File: src/rtl/acm_pkg.sv
package acm_pkg;
  parameter int unsigned NUM_REGION = 2;
  localparam int unsigned WORD_W = 32;
  localparam int unsigned CFG_AW = $clog2(NUM_REGION + 2);
  localparam int unsigned DEF_SEL = NUM_REGION;

  localparam int unsigned BASE_LSB = 24;
  localparam int unsigned MASK_LSB = 16;
  localparam int unsigned EN_BIT = 15;
  localparam int unsigned MODE_LSB = 13;
  localparam int unsigned CM_BIT = 6;
  localparam int unsigned BW_BIT = 5;
  localparam int unsigned WP_BIT = 2;

  localparam logic [WORD_W-1:0] REGION_KEEP = 32'hFFFF_E064;
  localparam logic [WORD_W-1:0] DEF_KEEP = 32'h0000_0064;

  typedef struct packed {
    logic [NUM_REGION-1:0] regionWe;
    logic defWe;
    logic reqFire;
    logic reqWr;
  } acmStrobe_t;
endpackage

File: src/rtl/acm_ctrl.sv
module acm_ctrl
  import acm_pkg::*;
(
  input  logic              clk,
  input  logic              rstN,
  input  logic              cfgWe,
  input  logic [CFG_AW-1:0] cfgAddr,
  input  logic              reqValid,
  input  logic              reqWrite,
  output acmStrobe_t        strobe
);
  always_comb begin
    strobe = '0;
    for (int i = 0; i < int'(NUM_REGION); i++) begin
      strobe.regionWe[i] = cfgWe && (int'(cfgAddr) == i);
    end
    strobe.defWe = cfgWe && (int'(cfgAddr) == int'(DEF_SEL));
    strobe.reqFire = reqValid;
    strobe.reqWr = reqValid && reqWrite;
  end


  cfg_we_onehot_chk: assert property (@(posedge clk) disable iff (!rstN)
    $onehot0({strobe.regionWe, strobe.defWe}));
endmodule

File: src/rtl/acm_dp.sv
module acm_dp
  import acm_pkg::*;
(
  input  logic              clk,
  input  logic              rstN,
  input  acmStrobe_t        strobe,
  input  logic [CFG_AW-1:0] cfgAddr,
  input  logic [WORD_W-1:0] cfgWdata,
  output logic [WORD_W-1:0] cfgRdata,
  input  logic [WORD_W-1:0] reqAddr,
  input  logic              reqSuper,
  output logic              rspValid,
  output logic              rspCacheable,
  output logic              rspBuffered,
  output logic              rspWriteProt,
  output logic              rspAccErr,
  output logic              rspWrDone
);
  logic [WORD_W-1:0] regionQ [NUM_REGION];
  logic [WORD_W-1:0] defQ;
  logic [NUM_REGION-1:0] hitVec;
  logic [NUM_REGION-1:0] selOh;
  logic [WORD_W-1:0] selWord;
  logic selWp;

  for (genvar g = 0; g < NUM_REGION; g++) begin : gRegion
    logic [7:0] baseF, maskF, diff;
    logic [1:0] modeF;
    logic modeOk;

    always_ff @(posedge clk) begin
      if (!rstN) regionQ[g] <= '0;
      else if (strobe.regionWe[g]) regionQ[g] <= cfgWdata & REGION_KEEP;
    end

    assign baseF = regionQ[g][BASE_LSB +: 8];
    assign maskF = regionQ[g][MASK_LSB +: 8];
    assign modeF = regionQ[g][MODE_LSB +: 2];
    assign diff = (baseF ^ reqAddr[BASE_LSB +: 8]) & ~maskF;
    assign modeOk = modeF[1] || (modeF[0] == reqSuper);
    assign hitVec[g] = regionQ[g][EN_BIT] && (diff == 8'd0) && modeOk;


    dis_no_hit_chk: assert property (@(posedge clk) disable iff (!rstN)
      !regionQ[g][EN_BIT] |-> !hitVec[g]);
  end

  always_ff @(posedge clk) begin
    if (!rstN) defQ <= '0;
    else if (strobe.defWe) defQ <= cfgWdata & DEF_KEEP;
  end

  always_comb begin
    selOh = '0;
    selWord = defQ;
    for (int i = int'(NUM_REGION) - 1; i >= 0; i--) begin
      if (hitVec[i]) begin
        selOh = '0;
        selOh[i] = 1'b1;
        selWord = regionQ[i];
      end
    end
  end

  assign selWp = selWord[WP_BIT];

  always_comb begin
    cfgRdata = '0;
    for (int i = 0; i < int'(NUM_REGION); i++) begin
      if (int'(cfgAddr) == i) cfgRdata = regionQ[i];
    end
    if (int'(cfgAddr) == int'(DEF_SEL)) cfgRdata = defQ;
  end

  always_ff @(posedge clk) begin
    if (!rstN) begin
      rspValid <= 1'b0;
      rspCacheable <= 1'b0;
      rspBuffered <= 1'b0;
      rspWriteProt <= 1'b0;
      rspAccErr <= 1'b0;
      rspWrDone <= 1'b0;
    end else begin
      rspValid <= strobe.reqFire;
      rspCacheable <= strobe.reqFire && !selWord[CM_BIT];
      rspBuffered <= strobe.reqFire && selWord[BW_BIT];
      rspWriteProt <= strobe.reqFire && selWp;
      rspAccErr <= strobe.reqWr && selWp;
      rspWrDone <= strobe.reqWr && !selWp;
    end
  end


  sel_onehot_chk: assert property (@(posedge clk) disable iff (!rstN)
    $onehot0(selOh));

  rsp_follows_req_chk: assert property (@(posedge clk) disable iff (!rstN)
    strobe.reqFire |=> rspValid);

  err_excl_done_chk: assert property (@(posedge clk) disable iff (!rstN)
    !(rspAccErr && rspWrDone));

  err_needs_prot_chk: assert property (@(posedge clk) disable iff (!rstN)
    rspAccErr |-> (rspWriteProt && rspValid));

  done_needs_write_chk: assert property (@(posedge clk) disable iff (!rstN)
    rspWrDone |-> $past(strobe.reqWr));
endmodule

File: src/rtl/acm_top.sv
module acm_top
  import acm_pkg::*;
(
  input  logic              clk,
  input  logic              rstN,
  input  logic              cfgWe,
  input  logic [CFG_AW-1:0] cfgAddr,
  input  logic [WORD_W-1:0] cfgWdata,
  output logic [WORD_W-1:0] cfgRdata,
  input  logic              reqValid,
  input  logic [WORD_W-1:0] reqAddr,
  input  logic              reqSuper,
  input  logic              reqWrite,
  output logic              rspValid,
  output logic              rspCacheable,
  output logic              rspBuffered,
  output logic              rspWriteProt,
  output logic              rspAccErr,
  output logic              rspWrDone
);
  acmStrobe_t strobe;

  acm_ctrl ctrl_i (
    .clk(clk), .rstN(rstN), .cfgWe(cfgWe), .cfgAddr(cfgAddr),
    .reqValid(reqValid), .reqWrite(reqWrite), .strobe(strobe)
  );

  acm_dp dp_i (
    .clk(clk), .rstN(rstN), .strobe(strobe), .cfgAddr(cfgAddr),
    .cfgWdata(cfgWdata), .cfgRdata(cfgRdata), .reqAddr(reqAddr),
    .reqSuper(reqSuper), .rspValid(rspValid), .rspCacheable(rspCacheable),
    .rspBuffered(rspBuffered), .rspWriteProt(rspWriteProt),
    .rspAccErr(rspAccErr), .rspWrDone(rspWrDone)
  );
endmodule

File: config.mk
export PLATFORM = sky130hd
export DESIGN_NAME = acm_top
export DESIGN_NICKNAME = d
export VERILOG_FILES = /design/src/rtl/acm_pkg.sv /design/src/rtl/acm_ctrl.sv /design/src/rtl/acm_dp.sv /design/src/rtl/acm_top.sv
export SDC_FILE = /design/constraint.sdc
export NUM_CORES = 1
export LEC_CHECK = 0
export ABC_AREA = 1
export BUFFER_PORTS_ARGS = -buffer_cell sky130_fd_sc_hd__buf_4
export CAP_MARGIN = 15
export CORE_AREA = 8 8 65 108
export CTS_CLUSTER_DIAMETER = 200
export DETAILED_ROUTE_END_ITERATION = 10
export DIE_AREA = 0 0 73 116
export PLACE_DENSITY = 0.87
export SYNTH_ARGS = -nofsm -noshare
export SYNTH_HDL_FRONTEND = slang
export SYNTH_SLANG_ARGS = --single-unit
File: constraint.sdc
create_clock -name clk -period 7.8 [get_ports clk]
set_input_delay 0.78 -clock clk [delete_from_list [all_inputs] [get_ports clk]]
set_output_delay 0.78 -clock clk [all_outputs]
set_load 0.02 [all_outputs]
Word-level counts from Yosys, hierarchy flattened
Memory sizes are Yosys's and may differ from the RTL's.
Index checks and enable logic that the tools add are counted.
W data, S select, Z words.
- input port bits: 72
- memories kept: 1
- flip-flop bits (word level): 9
- output and inout bits: 38
- word-level logic and storage cells: 54
- memory bits (writable): 44
- multiplexer cells: 14
- reductions and logical operators: 20
- bitwise logic cells: 8
- eq/ne operators: 4
- memories (memory ; words ; width ; read ports ; clocked after memory_dff ; write ports ; RTL line ; RTL):
    dp_i.regionQ ; 2 ; 22 ; 2 ; 0 ; 2 ; acm_dp.sv:19 ; logic [WORD_W-1:0] regionQ [NUM_REGION];
- operators with widths (operator ; count):
    $mux W32 ; 3
    $mux W22 ; 2
    $and A8 B8 Y8 ; 2
    $logic_not A8 Y1 ; 2
    $not A8 Y8 ; 2
    $xor A8 B8 Y8 ; 2
    $mux W7 ; 2
    $logic_and A1 B1 Y1 ; 13
    $mux W1 ; 7
    $eq A2 B2 Y1 const B ; 2
    $eq A1 B1 Y1 ; 2
    $logic_not A1 Y1 ; 2
    $logic_not A2 Y1 ; 1
    $logic_or A1 B1 Y1 ; 2
    $or A1 B1 Y1 ; 2

Longest topological paths before layout
Gate-level depths: netlist (run 1).
An unclocked memory read counts as a cell.
- depth in word-level cells: 10
- gate-level depth with buffers: 10
- depth with buffers taken out: 10

Hierarchy
From an unflattened synthesis (run 1), not the netlist that was laid out.
- cell total of the unflattened synthesis: 336
- area, all modules: 2800.2 µm²
- by module, submodules not included (module ; instances ; cells an instance ; area an instance (µm²) ; sequential area each (µm²)):
    acm_dp ; 1 ; 326 ; 2758.9 ; 1501.4
    acm_ctrl ; 1 ; 10 ; 41.3 ; 0.0

Worst setup path before layout (run 1)
OpenSTA, ideal clock, no wires.
- kind: input-to-reg
- start point: input cfgAddr[1]
- end point: memory dp_i.regionQ[0][0] (netlist name) (enable)
- library setup time: 432 ps
- arrival time: 2615 ps
- stages: 3
- buffers on the path: 0
- slack: 4753 ps
- data required time: 7368 ps
- path through: nor2_4 > inv_2 > o21ai_0
- RTL lines (what ; RTL line ; RTL):
    from (decl) ; acm_top.sv:7 ; input logic [CFG_AW-1:0] cfgAddr,
    to (decl) ; acm_dp.sv:19 ;

Worst setup path in the final report (run 1)
- start point: input cfgAddr[1]
- end point: output cfgRdata[19]
- word-level cells in the longest chain between the ends: 4
- RTL lines (what ; RTL line ; RTL):
    $logic_not A2 Y1 ; acm_dp.sv:70 ; if (int'(cfgAddr) == i) cfgRdata = regionQ[i];
    $mux W32 (2 in a row) ; acm_dp.sv:70 ;
    $mux W32 (*) ; acm_dp.sv:72 ; if (int'(cfgAddr) == int'(DEF_SEL)) cfgRdata = defQ;
    to (decl) ; acm_top.sv:9 ; output logic [WORD_W-1:0] cfgRdata,
Mark *: on every way between the ends. The rest lies on a longest branch, timed or not.

==> flow_summary_export.csv, run 1 <==
group,metric,value,unit
sta,hold_slack,0.479,ns
hold_path,hp-class,"flip-flop to flip-flop",
floorplanning,dieArea,8470,um2
layout,fin_util,62.7,%
synthesis,synth_top_area_cell,"edfxtp_1",
cts,clkTransAtPathRegs,0.09,ns
power_and_ir_drop,ir_drop,0.167,mV
run_status,outcome,"completed",
global_routing,antenna_found_initial,0,
route,first_pass_iters,5,
critical_path,critPathBufInv,3,
cts,post_cts_buffers,0,
layout,multi_input_area,922,um2
sta,period_share,33.6,%
synthesis,yosysWarnings,0,
floorplanning,start_util,50.5,%
sta,maxSlewViolCount,0,
cts,ctsResizeCount,0,
synthesis,synth.top_cell.area_share,47.3,%
global_routing,top_usage_layer,"met2",
synthesis,synthesis.area,2800,um2
floorplanning,coreArea,5540,um2
global_routing,grt_util_met3,4.51,%
synthesis,synth_cell_types,24,
sta,fin_ws,5.18,ns
power_and_ir_drop,total_power,0.000647,W
sta,final-hold-violation-count,0,
synthesis,synth-edff-count,44,
sta,tns,0,ns
placed_design,dp_slack,5.06,ns
sta,fmax,382,MHz
sta,fin_crit,2.62,ns
cts,cts_sinks,53,
critical_path,cp-start-kind,"primary input",
global_routing,grt_pass1_wl,10500,um
synthesis,ys_seq_area_share,53.7,%
layout,syn_to_final_growth,24.3,%
synthesis,async_flop_share,0,%
run,max-cap-violations,0,
critical_path,cpMaxStageDelayCell,"o22ai_1",
global_routing,grt_usage,16.4,%
placed_design,numPortBuffers,65,
cts,cts_tree,"done",
placed_design,place.gp.congestion,0.800,
critical_path,cp-end-kind,"output port",
cts,cts_buffers,5,
layout,nets,464,
global_routing,overflow,0,
cts,cts_max_level,2,
route,drt-initial-drc-count,163,
layout,diodes,0,
route,drc,0,
synthesis,ys_ff_latch,53,
synthesis,synth_most_common_cell,"inv_1",
critical_path,path_cells,"buf_4 > nor2_4 > inv_2 > o22ai_1 > buf_4",
cts,cts_hold_buf,0,
sta,tightest_slew,0.932,ns
route,routed_wl,6760,um
layout,drive_gt1_share,25.4,%
synthesis,synthFlopType,"edfxtp_1",
floorplanning,ios,110,
floorplanning,std_cell_rows,36,
critical_path,crit_arrival,1.84,ns
critical_path,worst_path_largest_cell_delay,0.29,ns
cts,clockBufferDepth,2,
critical_path,cp_top_family,"buffers and inverters",
synthesis,syn_inst,326,
floorplanning,die-height,116,um
cts,clockRootBuffer,"clkbuf_8",
critical_path,crit_top_cell,"buf_4",
route,via_count,2320,
layout,seqCellArea,1500,um2
power_and_ir_drop,power_leakage,1.71,nW
global_routing,use_met2,31.5,%
synthesis,ys_top_cells_by_area,"edfxtp_1, inv_1, nor2_1, dfxtp_1, nand2_1",
critical_path,setup.worst_path.class,"primary input to output port",
global_routing,gr-usage-met1,14.1,%
sta,clock_skew,0.00444,ns
cts,clk_latency,0.32,ns
route,ant_nets,0,
critical_path,worst-path-max-fanout,19,
power_and_ir_drop,power_per_cell_area,186,nW/um2
sta,slew-limit-headroom,37.7,%
route,wl_per_cell,14.4,um
route,post_drt_via_cell_ratio,4.95,
layout,fillers,482,
global_routing,grt_pass1_vias,2416,
global_routing,grt_max_degree,23,
sta,rsz0062_at_grt,"false",
critical_path,required,7.02,ns
synthesis,syn_area_per_cell,8.57,um2
floorplanning,die_x,73,um
synthesis,yosys-top-cells-count,"inv_1, nor2_1, edfxtp_1, nand2_1, nand3_1",
sta,setup_viol_count_final,0,
placed_design,dp_hpwl,4970,um
-- layout make-up --
type / count / area share (%)
flip-flops and latches: 53 / 43.2
multi-input cells: 185 / 26.5
inverters: 80 / 8.65
clock buffers: 7 / 3.42
well taps: 76 / 2.74
repair buffers: 67 / 15.3
clock inverters: 1 / 0.144
-- flip-flops by register name, indices dropped and copies added (netlist names) --
| signal | count |
|---|---|
| dp_i.regionQ | 44 |
| dp_i.defQ | 3 |
| dp_i.rspAccErr | 1 |
| dp_i.rspBuffered | 1 |
| dp_i.rspCacheable | 1 |
| dp_i.rspValid | 1 |
| dp_i.rspWrDone | 1 |
| dp_i.rspWriteProt | 1 |
-- cells by family (layout without fill, tap and decap cells) --
family	count (synthesis)	count (layout)	synth area share, %
and+or+nand+nor	131	131	21.8
other	1	10	0.134
DFF	53	53	53.7
AOI/OAI and AO/OA	44	44	9.53
buffers and inverters	97	155	14.8
-- stage by stage --
step	cell area (um2)	cells
global route	3470	469
CTS	3430	467
global placement	3310	459
detailed placement	3310	459
floorplan	2830	335
finish	3470	469
-- worst paths after layout --
| check | start | end | slack [ns] | cells past startpoint |
|---|---|---|---|---|
| worst max-delay path | cfgAddr[1] | cfgRdata[19] | 5.18 | 5 |
| worst min-delay path | dp_i.defQ[5] | dp_i.defQ[5] | 0.48 | 2 |
| worst max register to register | dp_i.regionQ[1][18] | dp_i.rspWriteProt | 6.40 | 10 |
| worst min register to register | dp_i.defQ[5] | dp_i.defQ[5] | 0.48 | 2 |
-- layer usage --
layer,share of wire (%),up-vias
li1,-,1148
met1,34,1068
met2,56,86
met3,6.3,18
met4,3.1,0
met5,0,-
-- worst min-delay path: stages (launching register included) --
cell,delay (ns)
dfxtp_1,0.33
inv_1,0.05
a21oi_1,0.05
-- layout by cell type (no fill, tap or decap), drive strengths merged --
| cell | synthesis | routed |
|---|---|---|
| a22o | 2 | 2 |
| o22ai | 16 | 16 |
| inv | 80 | 80 |
| conb | 1 | 10 |
| nand2 | 46 | 46 |
| o221ai | 2 | 2 |
| a21oi | 10 | 10 |
| nor2 | 58 | 58 |
| o21ai | 14 | 14 |
| dfxtp | 9 | 9 |
| edfxtp | 44 | 44 |
| clkbuf | 0 | 7 |
| buf | 17 | 67 |
| nand3 | 23 | 23 |
| clkinv | 0 | 1 |
| nand4 | 4 | 4 |
-- power by group --
part / total (W) / switching (W) / internal (W) / leakage [nW]
clock network: 0.000191 / 0.0000892 / 0.000102 / 0.0645
registers: 0.000335 / 0.00000908 / 0.000326 / 0.507
logic: 0.000121 / 0.0000750 / 0.0000462 / 1.14
Note: power is estimated with default switching activity, not from simulation.
==> inputs of run 2 (changes only) <==
--- a/config.mk
+++ b/config.mk
@@ -8,11 +8,11 @@
 export ABC_AREA = 1
 export BUFFER_PORTS_ARGS = -buffer_cell sky130_fd_sc_hd__buf_4
 export CAP_MARGIN = 15
-export CORE_AREA = 8 8 65 108
+export CORE_AREA = 8 8 70 117
 export CTS_CLUSTER_DIAMETER = 200
 export DETAILED_ROUTE_END_ITERATION = 10
-export DIE_AREA = 0 0 73 116
-export PLACE_DENSITY = 0.87
+export DIE_AREA = 0 0 78 125
+export PLACE_DENSITY = 0.78
 export SYNTH_ARGS = -nofsm -noshare
 export SYNTH_HDL_FRONTEND = slang
 export SYNTH_SLANG_ARGS = --single-unit
==> constraint.sdc (replaced) <==
create_clock -name clk -period 2.3 [get_ports clk]
set_input_delay 0.23 -clock clk [delete_from_list [all_inputs] [get_ports clk]]
set_output_delay 0.23 -clock clk [all_outputs]
set_load 0.02 [all_outputs]
==> flow_summary_export.csv, run 2 (synthesis results as in run 1) <==
group,metric,value,unit
hold_path,hp-class,"primary input to flip-flop",
critical_path,cp-start-kind,"primary input",
sta,maxSlewViolCount,0,
run,max-cap-violations,0,
sta,clock_skew,0.00632,ns
cts,clockBufferDepth,2,
route,first_pass_iters,4,
floorplanning,ios,110,
critical_path,setup.worst_path.class,"primary input to output port",
critical_path,worst-path-max-fanout,19,
floorplanning,dieArea,9750,um2
layout,largest_reg_flops,44,
floorplanning,die-height,125,um
global_routing,antenna_found_initial,0,
cts,cts_max_level,2,
cts,clk_latency,0.29,ns
layout,fillers,651,
cts,ctsResizeCount,0,
route,post_drt_via_cell_ratio,4.75,
cts,cts_buffers,5,
cts,clockRootBuffer,"clkbuf_16",
critical_path,r2r_slack,0.88,ns
route,ant_nets,0,
layout,fin_util,52.1,%
sta,rsz0062_at_grt,"false",
sta,setup_viol_count_final,0,
route,routed_wl,6610,um
floorplanning,coreArea,6710,um2
hold_path,min-delay-start,"reqWrite",
cts,post_cts_buffers,0,
cts,cts_sinks,53,
layout,top_regs,"dp_i.regionQ: 44 flops, dp_i.defQ: 3 flops",
power_and_ir_drop,power_per_cell_area,644,nW/um2
sta,period_share,64.0,%
critical_path,worstSetupStartpoint,"cfgAddr[1]",
sta,fmax,679,MHz
route,drt-initial-drc-count,111,
power_and_ir_drop,power_leakage,1.72,nW
layout,nets,467,
layout,top_register,"dp_i.regionQ",
floorplanning,die_x,78,um
power_and_ir_drop,ir_drop,0.541,mV
cts,cts_hold_buf,0,
cts,cts_tree,"done",
floorplanning,std_cell_rows,40,
global_routing,grt_max_degree,23,
sta,fin_ws,0.828,ns
critical_path,required,2.07,ns
placed_design,dp_hpwl,5150,um
global_routing,grt_pass1_wl,10500,um
global_routing,grt_pass1_vias,2461,
run_status,outcome,"completed",
layout,layout_commonest_cell,"inv_1",
sta,fin_crit,1.47,ns
layout,syn_to_final_growth,25.0,%
sta,tns,0,ns
floorplanning,start_util,41.7,%
placed_design,dp_slack,0.742,ns
layout,mostFrequentLayoutCells,"inv_1, buf_4, nor2_1, edfxtp_1, nand2_1",
route,via_count,2282,
placed_design,numPortBuffers,65,
global_routing,grt_usage,13.8,%
placed_design,place.gp.congestion,0.807,
critical_path,r2r_start,"dp_i.regionQ[0][20]",
critical_path,crit_arrival,1.24,ns
global_routing,overflow,0,
sta,final-hold-violation-count,0,
route,drc,0,
sta,hold_slack,0.191,ns
layout,diodes,0,
layout,drive_gt1_share,25.8,%
cts,clkTransAtPathRegs,0.06,ns
critical_path,cp-end-kind,"output port",
route,wl_per_cell,13.8,um
## run 2: critical path, stage by stage
cell      delay, ns
buf_4          0.15
nor2_4         0.21
inv_2          0.21
o221ai_1       0.25
buf_4          0.18
## run 2: worst paths after layout
kind | depth (start not counted) | to
max reg2reg | 8 | dp_i.rspWriteProt
min reg2reg | 2 | dp_i.defQ[5]
max | 5 | cfgRdata[6]
min | 3 | dp_i.rspWrDone
## run 2: routing by layer
| metal | vias up | wire length, um | global-route usage (%) |
|---|---|---|---|
| met3 | 16 | 308 | 3.87 |
| li1 | 1154 | - | - |
| met2 | 61 | 3880 | 27.0 |
| met5 | - | 0 | 0 |
| met4 | 0 | 233 | 9.22 |
| met1 | 1051 | 2180 | 11.0 |
## run 2: final cells by class
cell class | instances | area, um2 | share of cell area (%)
flip-flops and latches | 53 | 1500 | 43.0
multi-input cells | 185 | 922 | 26.4
repair buffers | 70 | 526 | 15.0
inverters | 80 | 300 | 8.60
clock buffers | 6 | 129 | 3.69
well taps | 84 | 105 | 3.01
clock inverters | 2 | 10.0 | 0.287
## run 2: stage by stage
step | std cells | instance area (um2) | total power, W
floorplan | 335 | 2830 | 0.00140
global placement | 472 | 3350 | 0.00155
detailed placement | 472 | 3350 | 0.00156
CTS | 480 | 3490 | 0.00226
global route | 480 | 3490 | 0.00234
finish | 480 | 3490 | 0.00225
## run 2: power breakdown
part	switching, W	internal, W
registers	0.0000293	0.00111
logic	0.000252	0.000154
clock network	0.000307	0.000399
